--- src/rtl/ide_pio_timer_bank.sv ---
module ide_pio_timer_bank #(
  parameter logic [7:0] LO_BASE    = 8'h30,
  parameter logic [7:0] HI_BASE    = 8'hB0,
  parameter logic [7:0] TIMER_INIT = 8'h00,
  parameter logic [7:0] CTRL_INIT  = 8'h1F,
  parameter logic [3:0] ID_MAIN    = 4'hA,
  parameter logic [3:0] ID_ALT     = 4'h5
) (
  input  logic       clk,
  input  logic       rst,
  input  logic       strap_hi_base,
  input  logic       strap_pri_base,
  input  logic       strap_slow_bus,
  input  logic       strap_id_alt,
  input  logic [7:0] bus_addr,
  input  logic       bus_wr,
  input  logic [7:0] bus_wdata,
  input  logic       bus_rd,
  output logic [7:0] bus_rdata,
  input  logic       drv_chan,
  input  logic       drv_unit,
  output logic [7:0] timing_word,
  output logic       sec_chan_en,
  output logic       pri_buf_en
);
  localparam logic [1:0] OFS_TA   = 2'd0;
  localparam logic [1:0] OFS_CFG  = 2'd1;
  localparam logic [1:0] OFS_TB   = 2'd2;
  localparam logic [1:0] OFS_CTRL = 2'd3;

  logic [7:0] tmr_a, tmr_b, ctrl;
  logic [7:0] cfg_byte, rd_mux;
  logic       hit, use_b;

  assign hit = bus_addr[7:2] == (strap_hi_base ? HI_BASE[7:2] : LO_BASE[7:2]);
  assign cfg_byte = {strap_id_alt ? ID_ALT : ID_MAIN, 1'b1,
                     strap_slow_bus, strap_hi_base, strap_pri_base};
  assign use_b = ctrl[0] ? drv_unit : drv_chan;
  assign sec_chan_en = ~ctrl[0];
  assign pri_buf_en = ctrl[7];

  always_comb begin
    case (bus_addr[1:0])
      OFS_TA:  rd_mux = tmr_a;
      OFS_CFG: rd_mux = cfg_byte;
      OFS_TB:  rd_mux = tmr_b;
      default: rd_mux = ctrl;
    endcase
  end

  always_ff @(posedge clk) begin
    if (rst) begin
      tmr_a       <= TIMER_INIT;
      tmr_b       <= TIMER_INIT;
      ctrl        <= CTRL_INIT;
      bus_rdata   <= 8'hFF;
      timing_word <= TIMER_INIT;
    end else begin
      if (bus_wr && hit) begin
        case (bus_addr[1:0])
          OFS_TA:   tmr_a <= bus_wdata;
          OFS_TB:   tmr_b <= bus_wdata;
          OFS_CTRL: ctrl  <= bus_wdata;
          default:  ;
        endcase
      end
      if (bus_rd) bus_rdata <= hit ? rd_mux : 8'hFF;
      timing_word <= use_b ? tmr_b : tmr_a;
    end
  end


  ta_write_chk: assert property (@(posedge clk) disable iff (rst)
    (bus_wr && hit && bus_addr[1:0] == OFS_TA) |=> tmr_a == $past(bus_wdata));


  cfg_write_ignored_chk: assert property (@(posedge clk) disable iff (rst)
    (bus_wr && hit && bus_addr[1:0] == OFS_CFG) |=>
      ($stable(tmr_a) && $stable(tmr_b) && $stable(ctrl)));


  miss_write_ignored_chk: assert property (@(posedge clk) disable iff (rst)
    (bus_wr && !hit) |=> ($stable(tmr_a) && $stable(tmr_b) && $stable(ctrl)));


  miss_read_ff_chk: assert property (@(posedge clk) disable iff (rst)
    (bus_rd && !hit) |=> bus_rdata == 8'hFF);


  single_map_chk: assert property (@(posedge clk) disable iff (rst)
    (ctrl[0] && !drv_unit) |=> timing_word == $past(tmr_a));


  dual_map_chk: assert property (@(posedge clk) disable iff (rst)
    (!ctrl[0] && drv_chan) |=> timing_word == $past(tmr_b));


  ctrl_atapi_chk: assert property (@(posedge clk) disable iff (rst)
    (bus_wr && hit && bus_addr[1:0] == OFS_CTRL && bus_wdata == 8'h5F) |=>
      (!pri_buf_en && !sec_chan_en));
endmodule

--- config.mk ---
export PLATFORM = sky130hd
export DESIGN_NAME = ide_pio_timer_bank
export DESIGN_NICKNAME = d
export VERILOG_FILES = /design/src/rtl/ide_pio_timer_bank.sv
export SDC_FILE = /design/constraint.sdc
export NUM_CORES = 1
export LEC_CHECK = 0
export ABC_AREA = 1
export BUFFER_PORTS_ARGS = -buffer_cell sky130_fd_sc_hd__clkbuf_2
export CAP_MARGIN = 20
export CORE_UTILIZATION = 41
export DETAILED_ROUTE_END_ITERATION = 8
export SLEW_MARGIN = 20
export SYNTH_ARGS = -nofsm -noshare
export SYNTH_HDL_FRONTEND = slang
export SYNTH_SLANG_ARGS = --single-unit
--- constraint.sdc ---
create_clock -name clk -period 1.53 [get_ports clk]
set_input_delay 0.306 -clock clk [delete_from_list [all_inputs] [get_ports clk]]
set_output_delay 0.306 -clock clk [all_outputs]
set_load 0.1 [all_outputs]
==> flow_metrics.tcl, run 1 <==
set metrics [dict create \
    synth_nets 346 \
    grt_max_degree 24 \
    power.leakage_nw 1.29 \
    synth_most_common_cell "nand2_1" \
    utilization_pct 52.5 \
    gr-total-overflow 0 \
    synthFlopType "dfxtp_1" \
    synthTopCellsByCount "nand2_1, inv_1, dfxtp_1" \
    rsz0062_at_grt "no" \
    dr_total_vias 2050 \
    clock_skew_ns 0.00454 \
    crit_path_max_fanout 2 \
    yosys_warnings 0 \
    critPathArrivalTime_ns 1.10 \
    post-route-min-period_ns 1.40 \
    antenna_found_initial 0 \
    dr.pass1.iters 4 \
    cts-buffers-inserted 5 \
    max_stage_delay_ns 0.46 \
    pre_cts_slack_ns 0.103 \
    grt_use_met2_pct 34.0 \
    nNetsFinal 396 \
    die_area_mm2 0.00523 \
    worstPathCellList "clkbuf_2" \
    worst_slack_ns 0.127 \
    clock-root-buffer "clkbuf_8" \
    hold_path.class "input port to flip-flop" \
    drc 0 \
    dieWidth_um 72.3 \
    yosys.area.top_type "dfxtp_1" \
    cts-hold-fix-buffers 0 \
    dr.first_iter.drc_count 125 \
    timing.final.max_slew_violations 0 \
    ys_types 19 \
    start_util_pct 42.6 \
    setup_viol 0 \
    endpoint_kind "primary output" \
    path_clk_slew_ns 0.07 \
    grt_usage_pct 21.1 \
    cts_max_path_buffers 2 \
    critical_path_class "flip-flop to primary output" \
    postRouteAntennaNets 0 \
    fmax_mhz 713 \
    io_buffers 43 \
    wl_um 5060 \
    cts_tree "yes" \
    power.density_mw_per_mm2 890 \
    routedWlPerCell_um 11.6 \
    synth_top_area_share_pct 39.5 \
    crit_required_ns 1.22 \
    grt.busiest_layer "met2" \
    cts_setup_buffers 0 \
    critPathBufInv 1 \
    slew_headroom_pct 64.2 \
    hold_viol_final 0 \
    tightest_slew_ns 0.540 \
    synth_area_leaders "dfxtp_1, nand2_1, inv_1" \
    grt_use_met1_pct 27.9 \
    status "finished clean" \
    critPathTopFamily "buffers and inverters" \
    h-tree-depth 2 \
    first_global_vias 1826 \
    gp_congestion 0.868 \
    n_fill_cell 537 \
    met3_usage_pct 4.17 \
    peakVddDrop_uv 473 \
    postSynthAreaPerCell_um2 6.33 \
    grt_pass1_wl_um 8450 \
    vias_per_cell 4.69 \
    finalCritPeriodShare_pct 91.7 \
    dieHeight_um 72.3 \
    syn_inst 320 \
    clock_sinks 40 \
    cts_resized 0 \
    max-cap-violations 0 \
    slowest_stage "clkbuf_2" \
    synth_edf_count 0 \
    coreArea_mm2 0.00475 \
    ys_ff_latch 40 \
    rows 25 \
    dp_hpwl_um 3820 \
    num_io_pins 44 \
    n_antenna_cell 0 \
    ff2ff_setup_slack_ns 0.31 \
    syn_to_final_growth_pct 23.1 \
    ff_latch_area_um2 802 \
    netlist_area_mm2 0.00203 \
    start_kind "flip-flop" \
    seq_area_frac_synth_pct 39.5 \
    drive_above_1_share_pct 21.6 \
    fin_setup_tns_ns 0 \
    clk-insertion-delay-late_ns 0.29 \
    multi_input_area_um2 932 \
    synthArstFlopShare_pct 0 \
]
==> logic make-up (layout without fill, tap and decap cells) <==
| family | Yosys count | in the layout | share of synthesized area [%] |
|---|---|---|---|
| DFF | 40 | 40 | 39.5 |
| and+or+nand+nor | 176 | 176 | 38.6 |
| AOI/OAI and AO/OA | 27 | 27 | 6.85 |
| buffers and inverters | 77 | 127 | 15.0 |
==> layout by cell type (no fill, tap or decap) <==
| master | count |
|---|---|
| nand2_1 | 90 |
| inv_1 | 58 |
| clkbuf_2 | 41 |
| dfxtp_1 | 39 |
| nor2_1 | 38 |
| nand4_1 | 24 |
| buf_4 | 16 |
| nand3_1 | 15 |
| a21oi_1 | 15 |
| o21ai_0 | 11 |
| clkbuf_8 | 7 |
| inv_2 | 3 |
| nor2_2 | 3 |
| nand4_2 | 3 |
| clkinvlp_4 | 1 |
| nor2_4 | 1 |
| nand2_2 | 1 |
| or2_2 | 1 |
| o21ai_4 | 1 |
| dfxtp_2 | 1 |
| buf_12 | 1 |
==> worst reg2reg max path: cells and delay by family (launching register included) <==
family / cells / cell delay, ns
AOI/OAI and AO/OA: 3 / 0.65
buffers and inverters: 1 / 0.12
DFF: 1 / 0.37
==> registers in the layout, indices dropped and copies added (netlist names) <==
| register | count |
|---|---|
| timing_word | 8 |
| tmr_a | 8 |
| bus_rdata | 8 |
| ctrl | 8 |
| tmr_b | 8 |
==> final timing paths <==
check | start | cells past startpoint | to
setup / recovery | bus_rdata[2] | 1 | bus_rdata[2]
hold / removal | bus_wdata[4] | 3 | ctrl[4]
setup reg to reg | ctrl[0] | 4 | timing_word[5]
hold reg to reg | ctrl[1] | 2 | ctrl[1]
==> power breakdown <==
part	switching, W	internal [W]
logic	0.000294	0.0000992
registers	0.00000803	0.00106
clock network	0.000356	0.000402
==> metrics by stage <==
step | cell area [um^2] | power (W) | hold slack (ns) | instances
2_1_floorplan | 2040 | 0.00137 | 0.429 | 320
3_3_place_gp | 2400 | 0.00149 | 0.440 | 430
3_5_place_dp | 2400 | 0.00149 | 0.448 | 430
4_1_cts | 2500 | 0.00225 | 0.293 | 437
5_1_grt | 2500 | 0.00231 | 0.308 | 437
6_report | 2500 | 0.00222 | 0.305 | 437
==> metal layers <==
metal  routed length (um)  vias up
met3                  237        6
li1                     -     1085
met5                    0        -
met4                   63        0
met1                 2420      902
met2                 2350       57
==> final cells by class <==
| class | count | share of cell area, % |
|---|---|---|
| repair buffers | 58 | 13.8 |
| multi-input cells | 203 | 37.3 |
| inverters | 62 | 9.47 |
| well taps | 67 | 3.36 |
| flip-flops and latches | 40 | 32.1 |
| clock buffers | 7 | 3.86 |
No activity file was read; power rests on OpenSTA's default activity.
==> run 2: changes to the inputs <==
Settings changed: ABC_AREA 1 to not set.
==> run 2 against run 1 <==
  * Critical path depth is the same
  * Utilization rose by 3.4 points
  * Synthesized cell count shrank 50%
  * Highest routed layer unchanged
==> flow_metrics.tcl, run 2 <==
set metrics [dict create \
    coreArea_mm2 0.00414 \
    seq_area_frac_synth_pct 43.7 \
    slew_headroom_pct 63.7 \
    yosys_warnings 0 \
    reg2reg_depth 4 \
    wl_um 3980 \
    drive_above_1_share_pct 34.4 \
    io_buffers 43 \
    tightest_slew_ns 0.547 \
    synthTopCellsByCount "dfxtp_1, mux2i_1, nand2b_1" \
    dp.cells 254 \
    yosys.area.top_type "dfxtp_1" \
    final_cell_mix "clkbuf_2, dfxtp_1, mux2i_1" \
    setup_viol 0 \
    p_switching_w 0.000470 \
    start_util_pct 44.2 \
    post-route-min-period_ns 1.42 \
    start_kind "flip-flop" \
    final_common_cell "clkbuf_2" \
    pwr-share-seq_pct 43.0 \
    fin_setup_tns_ns 0 \
    power.density_mw_per_mm2 1050 \
    drc 0 \
    routed-wl-met3_um 177 \
    rows 23 \
    cts-buffers-inserted 5 \
    dieWidth_um 68.8 \
    netlist_area_mm2 0.00183 \
    ys_types 27 \
    swShare_pct 19.4 \
    crit_required_ns 1.22 \
    dr.first_iter.drc_count 46 \
    cts_resized 0 \
    syn_inst 161 \
    gr-total-overflow 0 \
    vias_per_cell 5.16 \
    endpoint_kind "primary output" \
    die_area_mm2 0.00474 \
    synth_most_common_cell "dfxtp_1" \
    antenna_found_initial 0 \
    p_comb_share_pct 8.0 \
    synth_top_area_share_pct 43.7 \
    grt_pass1_wl_um 6390 \
    dr.pass1.iters 4 \
    grt_usage_pct 19.2 \
    h-tree-depth 2 \
    slowest_stage "clkbuf_2" \
    nNetsFinal 237 \
    critPathArrivalTime_ns 1.12 \
    grt_max_degree 33 \
    ff2ff_setup_slack_ns 0.26 \
    hold_path.class "input port to flip-flop" \
    synth_edf_count 0 \
    max_stage_delay_ns 0.47 \
    path_depth 1 \
    synth_area_leaders "dfxtp_1, mux2i_1, nand2b_1" \
    clk-insertion-delay-late_ns 0.29 \
    dieHeight_um 68.8 \
    finalCritPeriodShare_pct 93.1 \
    dr_total_vias 1352 \
    cts_setup_buffers 0 \
    final_cells 262 \
    ys_ff_latch 40 \
    clkPwrFrac_pct 49.0 \
    max-cap-violations 0 \
    syn_to_final_growth_pct 26.5 \
    postRouteAntennaNets 0 \
    n_antenna_cell 0 \
    crit_path_max_fanout 2 \
    wl_met1_um 1690 \
    gp_congestion 0.808 \
    critPathTopFamily "buffers and inverters" \
    fmax_mhz 702 \
    postSynthAreaPerCell_um2 11.4 \
    synthFlopType "dfxtp_1" \
    synthArstFlopShare_pct 0 \
    first_global_vias 1346 \
    intPower_w 0.00196 \
    worstPathCellList "clkbuf_2" \
    highest-signal-layer "met4" \
    num_io_pins 44 \
    power_w 0.00243 \
    cts_tree "yes" \
    critical_path_class "flip-flop to primary output" \
    synth_nets 187 \
    cts-hold-fix-buffers 0 \
    clock_sinks 40 \
    dr_wl_met2_um 2030 \
    peakVddDrop_uv 1030 \
    hold_path_depth 2 \
    routedWlPerCell_um 15.2 \
    clock-root-buffer "clkbuf_8" \
    dp_hpwl_um 3000 \
    power.leakage_nw 1.04 \
    cts_max_path_buffers 2 \
    path_clk_slew_ns 0.08 \
    hold_viol_final 0 \
    timing.final.max_slew_violations 0 \
    status "finished clean" \
    rsz0062_at_grt "no" \
    critPathBufInv 1 \
    clock_skew_ns 0.00480 \
]
## run 2: changes by cell type in the layout (fill, tap and decap cells not counted), moves of 7 or more
cell	before	now
nor2_1	38	18
nand2_1	90	0
o22a_1	0	7
nand4_1	24	1
nand2b_1	0	27
nand3_1	15	0
mux2i_1	0	33
a21oi_1	15	1
inv_1	58	2
o21ai_0	11	0
## run 2: layout make-up
| class | count | area [um^2] |
|---|---|---|
| clock inverter | 3 | 90.1 |
| fill | 375 | 1830 |
| timing repair buffer | 53 | 320 |
| multi-input combinational | 109 | 967 |
| sequential | 40 | 801 |
| clock buffer | 5 | 68.8 |
| tap | 50 | 62.6 |
| inverter | 2 | 7.51 |
## run 2: cells by family after synthesis
group	after synthesis	synth area share, %
AND/OR/NAND/NOR	58	19.7
AO/OA/AOI/OAI	9	4.17
flip-flops	40	43.7
buffers and inverters	12	3.48
XOR/XNOR	1	0.888
multiplexers	41	28.1
## run 2: metrics by stage
stage | utilization, % | setup WS, ns | area [um^2] | hold WS (ns)
3_5_place_dp | 52.1 | 0.0287 | 2160 | 0.477
2_1_floorplan | - | 0.0225 | 1830 | 0.448
4_1_cts | 55.9 | 0.0842 | 2320 | 0.282
3_3_place_gp | 52.1 | 0.0953 | 2160 | 0.464
6_report | 55.9 | 0.105 | 2320 | 0.286
5_1_grt | 55.9 | 0.0432 | 2320 | 0.287
## run 2: worst paths after layout
| check | startpoint | end |
|---|---|---|
| worst max-delay path | bus_rdata[1] | bus_rdata[1] |
| worst min-delay path | bus_rd | bus_rdata[3] |
| worst max register to register | ctrl[0] | timing_word[7] |
| worst min register to register | ctrl[6] | ctrl[6] |
## run 2: power by group through the flow
| stage | clock network, W | registers, W | logic [W] |
|---|---|---|---|
| CTS | 0.00122 | 0.00104 | 0.000194 |
| detailed placement | 0 | 0.00107 | 0.000193 |
| finish | 0.00119 | 0.00104 | 0.000193 |
| floorplan | 0 | 0.00107 | 0.000106 |
| global placement | 0 | 0.00107 | 0.000191 |
| global route | 0.00126 | 0.00104 | 0.000209 |
## run 2: per-layer routing
metal,vias to the layer above,track usage (%)
li1,667,-
met1,638,22.1
met2,37,33.5
met3,10,4.61
met4,0,8.16
met5,-,0
==> run 3: changes to the inputs <==
Settings changed: CTS_BUF_LIST set to sky130_fd_sc_hd__clkbuf_16.
==> run 3 against run 2 <==
  * Sequential power hardly changed
  * Total power is 13% higher
  * Combinational power hardly changed
  * Clock power is 27% higher
  * Wire length is 1.9% higher
  * Register-to-register slack hardly changed
  * Count of clock-buffer cells in the layout stayed put
  * Clock skew is 0.0014 ns lower
  * Largest power group unchanged
==> flow_metrics.tcl, run 3 (synthesis gave the netlist of run 2 again) <==
set metrics [dict create \
    setup_viol 0 \
    crit_required_ns 1.22 \
    dr_total_vias 1362 \
    wl_um 4060 \
    crit_path_max_fanout 2 \
    n_fill_cell 372 \
    cts_resized 0 \
    first_global_vias 1336 \
    num_io_pins 44 \
    worstPathCellList "clkbuf_2" \
    clk-insertion-delay-late_ns 0.28 \
    clock_skew_ns 0.00345 \
    critical_path_class "flip-flop to primary output" \
    grt_usage_pct 19.6 \
    start_util_pct 44.2 \
    critPathBufInv 1 \
    path_clk_slew_ns 0.06 \
    timing.final.max_slew_violations 0 \
    max_stage_delay_ns 0.48 \
    nNetsFinal 237 \
    gp_congestion 0.808 \
    n_antenna_cell 0 \
    routed-wl-met3_um 210 \
    syn_to_final_growth_pct 29.6 \
    drc 0 \
    dr_wl_met2_um 2120 \
    finalCritPeriodShare_pct 94.1 \
    vias_per_cell 5.20 \
    start_kind "flip-flop" \
    power.leakage_nw 1.07 \
    power.density_mw_per_mm2 1160 \
    routedWlPerCell_um 15.5 \
    h-tree-depth 2 \
    status "finished clean" \
    critPathTopFamily "buffers and inverters" \
    max-cap-violations 0 \
    intPower_w 0.00224 \
    dieWidth_um 68.8 \
    tightest_slew_ns 0.547 \
    postRouteAntennaNets 0 \
    slew_headroom_pct 63.7 \
    gr-total-overflow 0 \
    p_switching_w 0.000503 \
    coreArea_mm2 0.00414 \
    wl_met1_um 1670 \
    dr.first_iter.drc_count 62 \
    highest-signal-layer "met4" \
    cts_setup_buffers 0 \
    cts_tree "yes" \
    cts-buffers-inserted 5 \
    antenna_found_initial 0 \
    rows 23 \
    dr.pass1.iters 4 \
    clock_sinks 40 \
    pre_cts_slack_ns 0.0287 \
    grt_pass1_wl_um 6470 \
    cts_max_path_buffers 2 \
    pwr-share-seq_pct 38.1 \
    swShare_pct 18.3 \
    die_area_mm2 0.00474 \
    slowest_stage "clkbuf_2" \
    final_cell_mix "clkbuf_2, dfxtp_1, mux2i_1" \
    post-route-min-period_ns 1.44 \
    dp_hpwl_um 3000 \
    hold_viol_final 0 \
    dieHeight_um 68.8 \
    critPathArrivalTime_ns 1.13 \
    io_buffers 43 \
    clock-root-buffer "clkbuf_16" \
    fin_setup_tns_ns 0 \
    endpoint_kind "primary output" \
    final_common_cell "clkbuf_2" \
    worst_slack_ns 0.0898 \
    hold_path.class "input port to flip-flop" \
    cts-hold-fix-buffers 0 \
    drive_above_1_share_pct 34.4 \
    grt_max_degree 33 \
    rsz0062_at_grt "no" \
    clkPwrFrac_pct 54.9 \
    p_comb_share_pct 7.0 \
    fmax_mhz 694 \
    peakVddDrop_uv 1030 \
]
## run 3: changes by cell type in the layout (fill, tap and decap cells not counted)
cell / previous run / this run
clkbuf_8: 5 / 0
clkbuf_16: 0 / 5
## run 3: routing by layer
layer / GRT usage (%) / vias to the layer above
met5: 0 / -
met4: 7.65 / 0
met3: 4.93 / 6
met2: 34.6 / 37
met1: 22.6 / 647
li1: - / 672
## run 3: worst paths after layout
path                                   start             end  slack, ns  cells past startpoint
worst min register to register       ctrl[6]         ctrl[6]       0.48                      2
worst min-delay path            bus_wdata[3]         ctrl[3]       0.30                      3
worst max register to register       ctrl[0]  timing_word[7]       0.27                      4
worst max-delay path            bus_rdata[1]    bus_rdata[1]       0.09                      1
## run 3: cell type report
class | instances | area [um^2] | share of cell area [%]
inverters | 2 | 7.51 | 0.316
flip-flops and latches | 40 | 801 | 33.7
multi-input cells | 109 | 967 | 40.7
repair buffers | 53 | 320 | 13.5
clock buffers | 5 | 125 | 5.27
well taps | 50 | 62.6 | 2.64
clock inverters | 3 | 90.1 | 3.80
## run 3: power by group through the flow
stage	clock network, W	logic [W]	registers [W]
finish	0.00151	0.000192	0.00104
global placement	0	0.000191	0.00107
floorplan	0	0.000106	0.00107
global route	0.00158	0.000209	0.00104
detailed placement	0	0.000193	0.00107
CTS	0.00154	0.000194	0.00104
## run 3: through the flow
stage / hold slack [ns] / utilization [%] / cell area, um^2 / total power [W] / cells
after floorplan: 0.448 / - / 1830 / 0.00118 / 161
final: 0.303 / 57.3 / 2370 / 0.00274 / 262
after detailed placement: 0.477 / 52.1 / 2160 / 0.00126 / 254
after CTS: 0.301 / 57.3 / 2370 / 0.00278 / 262
after global routing: 0.306 / 57.3 / 2370 / 0.00284 / 262
after global placement: 0.464 / 52.1 / 2160 / 0.00126 / 254
